$ cat config.mk
export PLATFORM = sky130hd
export DESIGN_NAME = reload_down_timer
export DESIGN_NICKNAME = d
export VERILOG_FILES = /design/src/rtl/rdt_pkg.sv /design/src/rtl/rdt_edge_det.sv /design/src/rtl/rdt_regs.sv /design/src/rtl/rdt_core.sv /design/src/rtl/reload_down_timer.sv
export SDC_FILE = /design/constraint.sdc
export NUM_CORES = 1
export LEC_CHECK = 0
export ABC_AREA = 1
export BUFFER_PORTS_ARGS = -buffer_cell sky130_fd_sc_hd__clkbuf_2
export CELL_PAD_IN_SITES_DETAIL_PLACEMENT = 1
export CELL_PAD_IN_SITES_GLOBAL_PLACEMENT = 1
export CORE_MARGIN = 4
export CORE_UTILIZATION = 40
export DETAILED_ROUTE_END_ITERATION = 16
export GPL_TIMING_DRIVEN = 1
export PLACE_DENSITY_LB_ADDON = 0.1
export REMOVE_ABC_BUFFERS = 1
export SYNTH_ARGS = -nofsm -noshare
export SYNTH_HDL_FRONTEND = slang
export SYNTH_SLANG_ARGS = --single-unit
$ cat constraint.sdc
create_clock -name clk -period 4.7 [get_ports clk]
set_clock_uncertainty 0.05 [all_clocks]
set_input_delay 0.235 -clock clk [delete_from_list [all_inputs] [get_ports clk]]
set_output_delay 0.235 -clock clk [all_outputs]
set_load 0.03 [all_outputs]
$ cat src/rtl/rdt_pkg.sv
package rdt_pkg;
  localparam int unsigned CNT_W  = 16;
  localparam int unsigned BYTE_W = 8;
  localparam int unsigned N_TICK = 3;

  // control low byte bit positions
  localparam int unsigned B_START = 0;
  localparam int unsigned B_CEN   = 1;
  localparam int unsigned B_FLAG  = 2;
  localparam int unsigned B_IEN   = 3;
  localparam int unsigned B_RLD   = 4;
  localparam int unsigned B_OINV  = 5;
  localparam int unsigned B_OEN   = 6;
  localparam int unsigned B_EDG0  = 7;
  // control high byte bit positions
  localparam int unsigned H_EDG1  = 0;
  localparam int unsigned H_SPARE = 1;
  localparam int unsigned H_SRC0  = 2;
  localparam int unsigned H_SRC1  = 3;

  localparam logic [1:0] ADDR_CTL_LO = 2'd0;
  localparam logic [1:0] ADDR_CTL_HI = 2'd1;
  localparam logic [1:0] ADDR_CNT_LO = 2'd2;
  localparam logic [1:0] ADDR_CNT_HI = 2'd3;

  typedef enum logic [1:0] {
    EDGE_NONE = 2'b00,
    EDGE_RISE = 2'b01,
    EDGE_FALL = 2'b10,
    EDGE_BOTH = 2'b11
  } edge_e;

  localparam logic [1:0] SRC_EVENT = 2'b11;
endpackage

$ cat src/rtl/rdt_edge_det.sv
module rdt_edge_det
  import rdt_pkg::*;
#(
  parameter int unsigned SYNC_STAGES = 2
) (
  input  logic  clk,
  input  logic  rst_n,
  input  logic  pin,
  input  edge_e sel,
  output logic  evt
);
  localparam int unsigned LAST = SYNC_STAGES - 1;

  logic [SYNC_STAGES-1:0] sync_q;
  logic                   hist_q;
  logic                   rise, fall;

  genvar g;
  generate
    for (g = 0; g < SYNC_STAGES; g++) begin : g_sync
      if (g == 0) begin : g_first
        always_ff @(posedge clk) begin
          if (!rst_n) sync_q[0] <= 1'b0;
          else        sync_q[0] <= pin;
        end
      end else begin : g_next
        always_ff @(posedge clk) begin
          if (!rst_n) sync_q[g] <= 1'b0;
          else        sync_q[g] <= sync_q[g-1];
        end
      end
    end
  endgenerate

  always_ff @(posedge clk) begin
    if (!rst_n) hist_q <= 1'b0;
    else        hist_q <= sync_q[LAST];
  end

  assign rise = sync_q[LAST] & ~hist_q;
  assign fall = ~sync_q[LAST] & hist_q;

  always_comb begin
    unique case (sel)
      EDGE_RISE: evt = rise;
      EDGE_FALL: evt = fall;
      EDGE_BOTH: evt = rise | fall;
      default:   evt = 1'b0;
    endcase
  end


  rise_not_back_to_back_chk: assert property (@(posedge clk) disable iff (!rst_n)
    rise |=> !rise);

  none_mode_silent_chk: assert property (@(posedge clk) disable iff (!rst_n)
    (sel == EDGE_NONE) |-> !evt);
endmodule

$ cat src/rtl/rdt_regs.sv
module rdt_regs
  import rdt_pkg::*;
(
  input  logic              clk,
  input  logic              rst_n,
  input  logic              reg_wr,
  input  logic [1:0]        reg_addr,
  input  logic [BYTE_W-1:0] reg_wdata,
  output logic [BYTE_W-1:0] reg_rdata,
  input  logic [CNT_W-1:0]  count,
  input  logic              underflow,
  output logic [CNT_W-1:0]  reload_val,
  output logic              load,
  output logic              stop,
  output logic              rld_mode,
  output logic              out_en,
  output logic              out_inv,
  output edge_e             edge_sel,
  output logic [1:0]        src_sel,
  output logic              irq
);
  logic cen_q, flag_q, ien_q, rld_q, oinv_q, oen_q, edg0_q;
  logic edg1_q, spare_q;
  logic [1:0] src_q;
  logic [CNT_W-1:0] rld_val_q;
  logic wr_lo, wr_hi, wr_clo, wr_chi;

  assign wr_clo = reg_wr && (reg_addr == ADDR_CTL_LO);
  assign wr_chi = reg_wr && (reg_addr == ADDR_CTL_HI);
  assign wr_lo  = reg_wr && (reg_addr == ADDR_CNT_LO);
  assign wr_hi  = reg_wr && (reg_addr == ADDR_CNT_HI);

  always_ff @(posedge clk) begin
    if (!rst_n) begin
      cen_q  <= 1'b0; ien_q  <= 1'b0; rld_q <= 1'b0;
      oinv_q <= 1'b0; oen_q  <= 1'b0; edg0_q <= 1'b0;
    end else if (wr_clo) begin
      cen_q  <= reg_wdata[B_CEN];
      ien_q  <= reg_wdata[B_IEN];
      rld_q  <= reg_wdata[B_RLD];
      oinv_q <= reg_wdata[B_OINV];
      oen_q  <= reg_wdata[B_OEN];
      edg0_q <= reg_wdata[B_EDG0];
    end
  end

  // sticky flag: a new underflow wins over a clearing write
  always_ff @(posedge clk) begin
    if (!rst_n)         flag_q <= 1'b0;
    else if (underflow) flag_q <= 1'b1;
    else if (wr_clo && !reg_wdata[B_FLAG]) flag_q <= 1'b0;
  end

  always_ff @(posedge clk) begin
    if (!rst_n) begin
      edg1_q <= 1'b0; spare_q <= 1'b0; src_q <= 2'b00;
    end else if (wr_chi) begin
      edg1_q  <= reg_wdata[H_EDG1];
      spare_q <= reg_wdata[H_SPARE];
      src_q   <= {reg_wdata[H_SRC1], reg_wdata[H_SRC0]};
    end
  end

  always_ff @(posedge clk) begin
    if (!rst_n) rld_val_q <= '0;
    else begin
      if (wr_lo) rld_val_q[BYTE_W-1:0]     <= reg_wdata;
      if (wr_hi) rld_val_q[CNT_W-1:BYTE_W] <= reg_wdata;
    end
  end

  assign load       = wr_clo && reg_wdata[B_START] && reg_wdata[B_CEN];
  assign stop       = wr_clo && !reg_wdata[B_CEN];
  assign reload_val = rld_val_q;
  assign rld_mode   = rld_q;
  assign out_en     = oen_q;
  assign out_inv    = oinv_q;
  assign edge_sel   = edge_e'({edg1_q, edg0_q});
  assign src_sel    = src_q;
  assign irq        = flag_q & ien_q;

  always_comb begin
    reg_rdata = '0;
    unique case (reg_addr)
      ADDR_CTL_LO: begin
        reg_rdata[B_START] = 1'b0;
        reg_rdata[B_CEN]   = cen_q;
        reg_rdata[B_FLAG]  = flag_q;
        reg_rdata[B_IEN]   = ien_q;
        reg_rdata[B_RLD]   = rld_q;
        reg_rdata[B_OINV]  = oinv_q;
        reg_rdata[B_OEN]   = oen_q;
        reg_rdata[B_EDG0]  = edg0_q;
      end
      ADDR_CTL_HI: begin
        reg_rdata[H_EDG1]  = edg1_q;
        reg_rdata[H_SPARE] = spare_q;
        reg_rdata[H_SRC0]  = src_q[0];
        reg_rdata[H_SRC1]  = src_q[1];
      end
      ADDR_CNT_LO: reg_rdata = count[BYTE_W-1:0];
      default:     reg_rdata = count[CNT_W-1:BYTE_W];
    endcase
  end


  flag_rise_from_underflow_chk: assert property (@(posedge clk) disable iff (!rst_n)
    $rose(flag_q) |-> $past(underflow));

  flag_set_write_keeps_chk: assert property (@(posedge clk) disable iff (!rst_n)
    (flag_q && wr_clo && reg_wdata[B_FLAG]) |=> flag_q);
endmodule

$ cat src/rtl/rdt_core.sv
module rdt_core
  import rdt_pkg::*;
(
  input  logic             clk,
  input  logic             rst_n,
  input  logic             load,
  input  logic             stop,
  input  logic             tick,
  input  logic             rld_mode,
  input  logic [CNT_W-1:0] reload_val,
  output logic [CNT_W-1:0] count,
  output logic             running,
  output logic             underflow,
  output logic             out_lvl
);
  logic [CNT_W-1:0] cnt_q;
  logic             run_q, tgl_q, step, at_zero;

  assign step      = run_q && tick && !load && !stop;
  assign at_zero   = (cnt_q == '0);
  assign underflow = step && at_zero;

  always_ff @(posedge clk) begin
    if (!rst_n) begin
      cnt_q <= '0;
      run_q <= 1'b0;
      tgl_q <= 1'b0;
    end else if (load) begin
      cnt_q <= reload_val;
      run_q <= 1'b1;
      tgl_q <= 1'b0;
    end else if (stop) begin
      run_q <= 1'b0;
    end else if (step) begin
      if (at_zero) begin
        tgl_q <= ~tgl_q;
        if (rld_mode) begin
          cnt_q <= reload_val;
        end else begin
          cnt_q <= '1;
          run_q <= 1'b0;
        end
      end else begin
        cnt_q <= cnt_q - 1'b1;
      end
    end
  end

  assign count   = cnt_q;
  assign running = run_q;
  assign out_lvl = rld_mode ? tgl_q : run_q;


  oneshot_stops_chk: assert property (@(posedge clk) disable iff (!rst_n)
    (underflow && !rld_mode) |=> (!run_q && cnt_q == '1));

  reload_continues_chk: assert property (@(posedge clk) disable iff (!rst_n)
    (underflow && rld_mode) |=> run_q);

  idle_count_holds_chk: assert property (@(posedge clk) disable iff (!rst_n)
    (!run_q && !load) |=> $stable(cnt_q));

  step_decrements_chk: assert property (@(posedge clk) disable iff (!rst_n)
    (step && !at_zero) |=> (cnt_q == $past(cnt_q) - 1'b1));
endmodule

$ cat src/rtl/reload_down_timer.sv
module reload_down_timer
  import rdt_pkg::*;
(
  input  logic       clk,
  input  logic       rst_n,
  input  logic       reg_wr,
  input  logic [1:0] reg_addr,
  input  logic [7:0] reg_wdata,
  output logic [7:0] reg_rdata,
  input  logic [2:0] tick_in,
  input  logic       evt_pin,
  output logic       out_pin,
  output logic       irq
);
  logic [CNT_W-1:0] count, reload_val;
  logic load, stop, rld_mode, out_en, out_inv, running, underflow, out_lvl;
  logic evt, src_tick;
  logic [1:0] src_sel;
  edge_e edge_sel;

  rdt_regs u_regs (
    .clk, .rst_n, .reg_wr, .reg_addr, .reg_wdata, .reg_rdata,
    .count, .underflow, .reload_val, .load, .stop, .rld_mode,
    .out_en, .out_inv, .edge_sel, .src_sel, .irq
  );

  rdt_edge_det #(.SYNC_STAGES(2)) u_edge (
    .clk, .rst_n, .pin(evt_pin), .sel(edge_sel), .evt
  );

  always_comb begin
    unique case (src_sel)
      2'b00:   src_tick = tick_in[0];
      2'b01:   src_tick = tick_in[1];
      2'b10:   src_tick = tick_in[2];
      default: src_tick = evt;
    endcase
  end

  rdt_core u_core (
    .clk, .rst_n, .load, .stop, .tick(src_tick), .rld_mode, .reload_val,
    .count, .running, .underflow, .out_lvl
  );

  assign out_pin = out_en & (out_lvl ^ out_inv);


  irq_needs_flag_chk: assert property (@(posedge clk) disable iff (!rst_n)
    $rose(irq) |-> ($past(underflow) || $past(reg_wr)));

  out_off_when_disabled_chk: assert property (@(posedge clk) disable iff (!rst_n)
    !out_en |-> !out_pin);
endmodule

=== Word-level counts from Yosys, hierarchy flattened ===
Cells that the tools add are included.

* Word-level logic and storage cells: 84
* Register bits after elaboration: 48
* Output and inout bits: 10
* Input port bits: 17

* Equal/unequal tests: 10
* Reductions and logical operators: 27
* Bitwise logic cells: 11
* Add/sub/neg operators: 1
* Mux-type cells: 17

{| class="wikitable"
|+ Operator list
! kind !! number
|-
| 16-bit 2-to-1 mux || 5
|-
| 4-bit one-hot mux with 3 select lines || 2
|-
| 16-bit zero test || 1
|-
| 16-bit by 1-bit subtractor with 16-bit output (second input constant) || 1
|-
| 1-bit logical AND || 12
|-
| 2-bit equality test (second input constant) || 5
|-
| 1-bit 2-to-1 mux || 8
|-
| 2-bit by 1-bit equality test with 1-bit output (second input constant) || 3
|-
| 1-bit one-hot mux with 3 select lines || 2
|-
| 3-bit AND reduction || 2
|-
| 3-bit nonzero test || 2
|-
| 1-bit inverter || 5
|-
| 1-bit AND || 4
|-
| 1-bit zero test || 4
|-
| 2-bit zero test || 2
|-
| 2-bit nonzero test || 2
|-
| 3-bit by 1-bit inequality test with 1-bit output (second input constant) || 1
|-
| 2-bit by 1-bit inequality test with 1-bit output (second input constant) || 1
|-
| 2-bit AND reduction || 1
|-
| 2-bit OR reduction || 1
|-
| 1-bit OR || 1
|-
| 1-bit bitwise XOR || 1
|}

=== Depth between registers and ports, before layout ===
* Depth after elaboration: 11
* Gate-level depth with buffers: 12
* Mapped depth without buffers: 12

=== Modules after synthesis ===
Synthesis repeated with hierarchy kept, for this count alone.

* Cell total of the unflattened synthesis: 436
* Area total of the unflattened synthesis: 2770.2 sq um

{| class="wikitable"
|+ Modules (own cells, without submodules)
! module !! seq. area each (sq um) !! cells each !! times used !! area an instance (sq um)
|-
| rdt_core || 360.3 || 226 || 1 || 1375.1
|-
| rdt_regs || 540.5 || 173 || 1 || 1182.4
|-
| rdt_edge_det || 60.1 || 20 || 1 || 146.4
|-
| reload_down_timer || 0.0 || 17 || 1 || 66.3
|}

=== Worst setup path after synthesis ===
Ideal clock, no wire load.

* Kind: reg-to-output
* From: reg u_regs.rld_q, in the netlist u_regs.rld_mode
* To: out out_pin
* Path slack: 3.025 ns
* Data required time: 4.415 ns
* Arrival time: 1.390 ns
* Cell stages (with the launch flop): 5
* Buffers on the path: 0
* Cell sequence: dfxtp_1 > clkinv_1 > o21ai_0 > o21ai_0 > a21oi_1

* Cells in the longest elaborated chain, start to end: 3

{| class="wikitable"
|+ Ends and longest elaborated chain
! item !! RTL line !! source
|-
| start, declared || rdt_regs.sv:22 || <nowiki>logic cen_q, flag_q, ien_q, rld_q, oinv_q, oen_q, edg0_q;</nowiki>
|-
| start signal, assigned || rdt_regs.sv:40 || <nowiki>rld_q <= reg_wdata[B_RLD];</nowiki>
|-
| 1-bit 2-to-1 mux || rdt_core.sv:51 || <nowiki>assign out_lvl = rld_mode ? tgl_q : run_q;</nowiki>
|-
| 1-bit bitwise XOR || reload_down_timer.sv:45 || <nowiki>assign out_pin = out_en & (out_lvl ^ out_inv);</nowiki>
|-
| 1-bit AND || reload_down_timer.sv:45 ||
|-
| end, declared || reload_down_timer.sv:12 || <nowiki>output logic out_pin,</nowiki>
|}

No other way between the ends.

=== Worst setup path in the final report ===
Ends and elaborated chain as after synthesis.

==> results.py <==
metrics = {
    "finish": {
        "fill_cells": 960,
        "layout-drive-gt1-share": 0.100,
        "fin_cells": 555,
        "area_growth_pct": 8.62,
        "insertedDiodeCount": 0,
        "nNetsFinal": 480,
    },
    "sta": {
        "max_freq_ghz": 0.454,
        "fin_crit_ps": 2200,
        "rsz0062_at_grt": "no",
        "hold_viol_final": 0,
        "fin_crit_sh": 0.468,
        "relSlewSlack": 0.546,
        "fin_setup_tns_ps": 0,
        "slew_viol_final": 0,
        "tightest_slew_ps": 681,
        "holdWs_ps": 59.8,
        "setup_viol": 0,
    },
    "status": {
        "status": "completed",
    },
    "synthesis": {
        "synth_area_leaders": "dfxtp_1 34%, nand2_1 14%, a21oi_1 8.2%",
        "ys_warn_count": 0,
        "synth_top_area_frac": 0.341,
        "synthTopCellsByCount": "102 x nand2_1, 58 x inv_1, 49 x nor2_1, 48 x dfxtp_1",
        "dominantRegCellSynth": "dfxtp_1",
        "synth_edf_count": 0,
        "yosysSeqAreaShare": 0.341,
        "ys_types": 29,
        "ys_ff_latch": 48,
        "synthArstFlopShare": 0,
        "yosysTopAreaCell": "dfxtp_1",
        "syn_area_mm2": 0.00282,
        "yosysMostFrequentCell": "nand2_1",
        "syn-instance-count": 440,
        "synth_area_per_cell_um2": 6.40,
    },
    "cts": {
        "cts_setup_buffers": 0,
        "clk_latency_ps": 310,
        "root_buffer": "clkbuf_8",
        "cts_made_buffers": 5,
        "cts-htree-levels": 2,
        "cts.repair.resized": 0,
        "cts_sinks": 48,
        "clkTransAtPathRegs_ps": 100,
        "cts_buffer_depth": 2,
        "tritoncts": "yes",
        "cts_hold_buf": 0,
    },
    "critical_path": {
        "path_cells": "clkinv_1 > o21ai_0 > o21ai_0 > a21oi_1 > clkbuf_2",
        "crit_path_top_delay_cell": "dfxtp_1",
        "timing.rr.end": "u_core.count[2]",
        "worst-r2r-cell-count": 10,
        "reg2reg_from": "u_core.count[10]",
        "crit_path_end_kind": "output port",
        "crit_path_max_incr_delay_ps": 440,
        "cp_num_buf_inv": 2,
        "crit_fanout": 9,
        "path_delay_family": "compound AO/OA/AOI/OAI gates",
        "crit_top_cell": "o21ai_0",
        "path_depth": 5,
        "ff2ff_setup_slack_ps": 2760,
        "startpoint_type": "flip-flop",
        "path_class": "flip-flop to output port",
        "crit_arrival_ps": 1920,
        "worstPathRequired_ps": 4410,
    },
    "worst_hold_path": {
        "min_path_cells": 3,
        "worstHoldEndpoint": "u_edge.sync_q[0]",
        "hold_class": "input pin to flip-flop",
        "hold_start": "evt_pin",
    },
    "detailed_routing": {
        "detail_route.vias_per_cell": 5.25,
        "drtAntennaViolNets": 0,
        "drtIter0Drc": 153,
        "remaining_drc_errors": 0,
        "drtPass1Iterations": 4,
        "num_vias": 2911,
        "wl_per_cell_um": 17.1,
        "drt-total-wl_um": 9460,
    },
    "pwr": {
        "p_leak_uw": 0.00142,
        "sw_frac_of_total": 0.364,
        "peakVddDrop_mv": 0.138,
        "p_per_area_mw_per_mm2": 310,
        "power_frac_clock": 0.261,
        "intPower_uw": 603,
        "power_frac_seq": 0.463,
        "p_switching_uw": 345,
        "pwr-share-comb": 0.276,
    },
    "global_route": {
        "grt_pass1_wl_um": 15300,
        "grt_antenna_before_repair": 0,
        "overflow": 0,
        "grt_max_degree": 36,
        "grt_use_total": 0.231,
        "grt_pass1_vias": 2906,
    },
    "place": {
        "port_buffers": 26,
        "hpwl_um": 7360,
        "dp.cells": 548,
        "gp_congestion": 0.889,
    },
    "die": {
        "die-height_um": 91.9,
        "die_w_um": 91.9,
        "coreArea_mm2": 0.00683,
        "design.die.area_mm2": 0.00844,
        "io_pins": 27,
        "rows": 30,
        "initial_core_util": 0.412,
    },
    "job": {
        "maxCapViolCount": 0,
    },
}
[registers in the layout (all words and copies together) (netlist names), 2 cells and up]
| signal | count |
|---|---|
| u_core.count | 16 |
| u_edge.sync_q | 2 |
| u_regs.reload_val | 16 |
| u_regs.src_sel | 2 |
[power by group through the flow]
stage	combinational (uW)	sequential [uW]	clock, uW
global placement	254	447	0
floorplan	181	443	0
detailed placement	258	448	0
finish	262	439	248
CTS	260	438	251
global route	296	441	274
[metal layers]
metal,track usage,up-vias,part of all wire
li1,-,1457,-
met4,0.0557,0,0.012
met1,0.323,1395,0.48
met5,0,-,0
met3,0.0320,10,0.040
met2,0.378,49,0.47
[logic make-up after synthesis]
logic type | Yosys count | share of synthesized area
flip-flops | 48 | 0.341
adder cells (fa/ha/maj) | 4 | 0.0178
buffers and inverters | 75 | 0.114
AND/OR/NAND/NOR | 213 | 0.331
AO/OA/AOI/OAI | 95 | 0.180
XOR/XNOR | 5 | 0.0156
[metrics by stage]
stage	power, uW	area [um^2]	util	setup WS [ps]
4_1_cts	950	3060	0.448	2490
3_3_place_gp	701	2980	0.436	2680
6_report	948	3060	0.448	2500
5_1_grt	1010	3060	0.448	2330
3_5_place_dp	706	2980	0.436	2670
2_1_floorplan	623	2730	-	3030
[worst register-to-register path: cells and delay by family (launching register included)]
| family | cells | cell delay (ps) |
|---|---|---|
| flip-flops | 1 | 350 |
| AND/OR/NAND/NOR | 8 | 1290 |
| AO/OA/AOI/OAI | 1 | 90 |
| buffers and inverters | 1 | 50 |
[placed cells by master, fill, tap and decap left out, drive strengths merged]
master / instances
a21oi: 48
o221ai: 5
xor2: 4
clkinv: 2
o21bai: 1
nor3: 3
clkbuf: 31
inv: 60
nand3: 46
xnor2: 1
nand4: 3
o21ai: 38
ha: 4
clkinvlp: 1
dfxtp: 48
nor2: 52
and2: 1
nand2: 108
o22ai: 3
[worst max-delay path by stage]
| stage | from | endpoint | slack, ps |
|---|---|---|---|
| final | u_regs.rld_mode | out_pin | 2500 |
| after global routing | u_regs.rld_mode | out_pin | 2330 |
| after CTS | u_regs.rld_mode | out_pin | 2490 |
| after global placement | reg_addr[1] | reg_rdata[1] | 2680 |
| after detailed placement | reg_addr[1] | reg_rdata[1] | 2670 |
| after floorplan | u_regs.rld_mode | out_pin | 3030 |
[cell type report]
cell class                 instances  area [um^2]  area share
sequential                        48          961       0.314
clock inverter                     2         12.5     0.00409
inverter                          61          231      0.0757
multi-input combinational        317         1530       0.502
clock buffer                       5         68.8      0.0225
tap                               96          120      0.0393
timing repair buffer              26          130      0.0426
No activity file was read; power rests on OpenSTA's default activity.
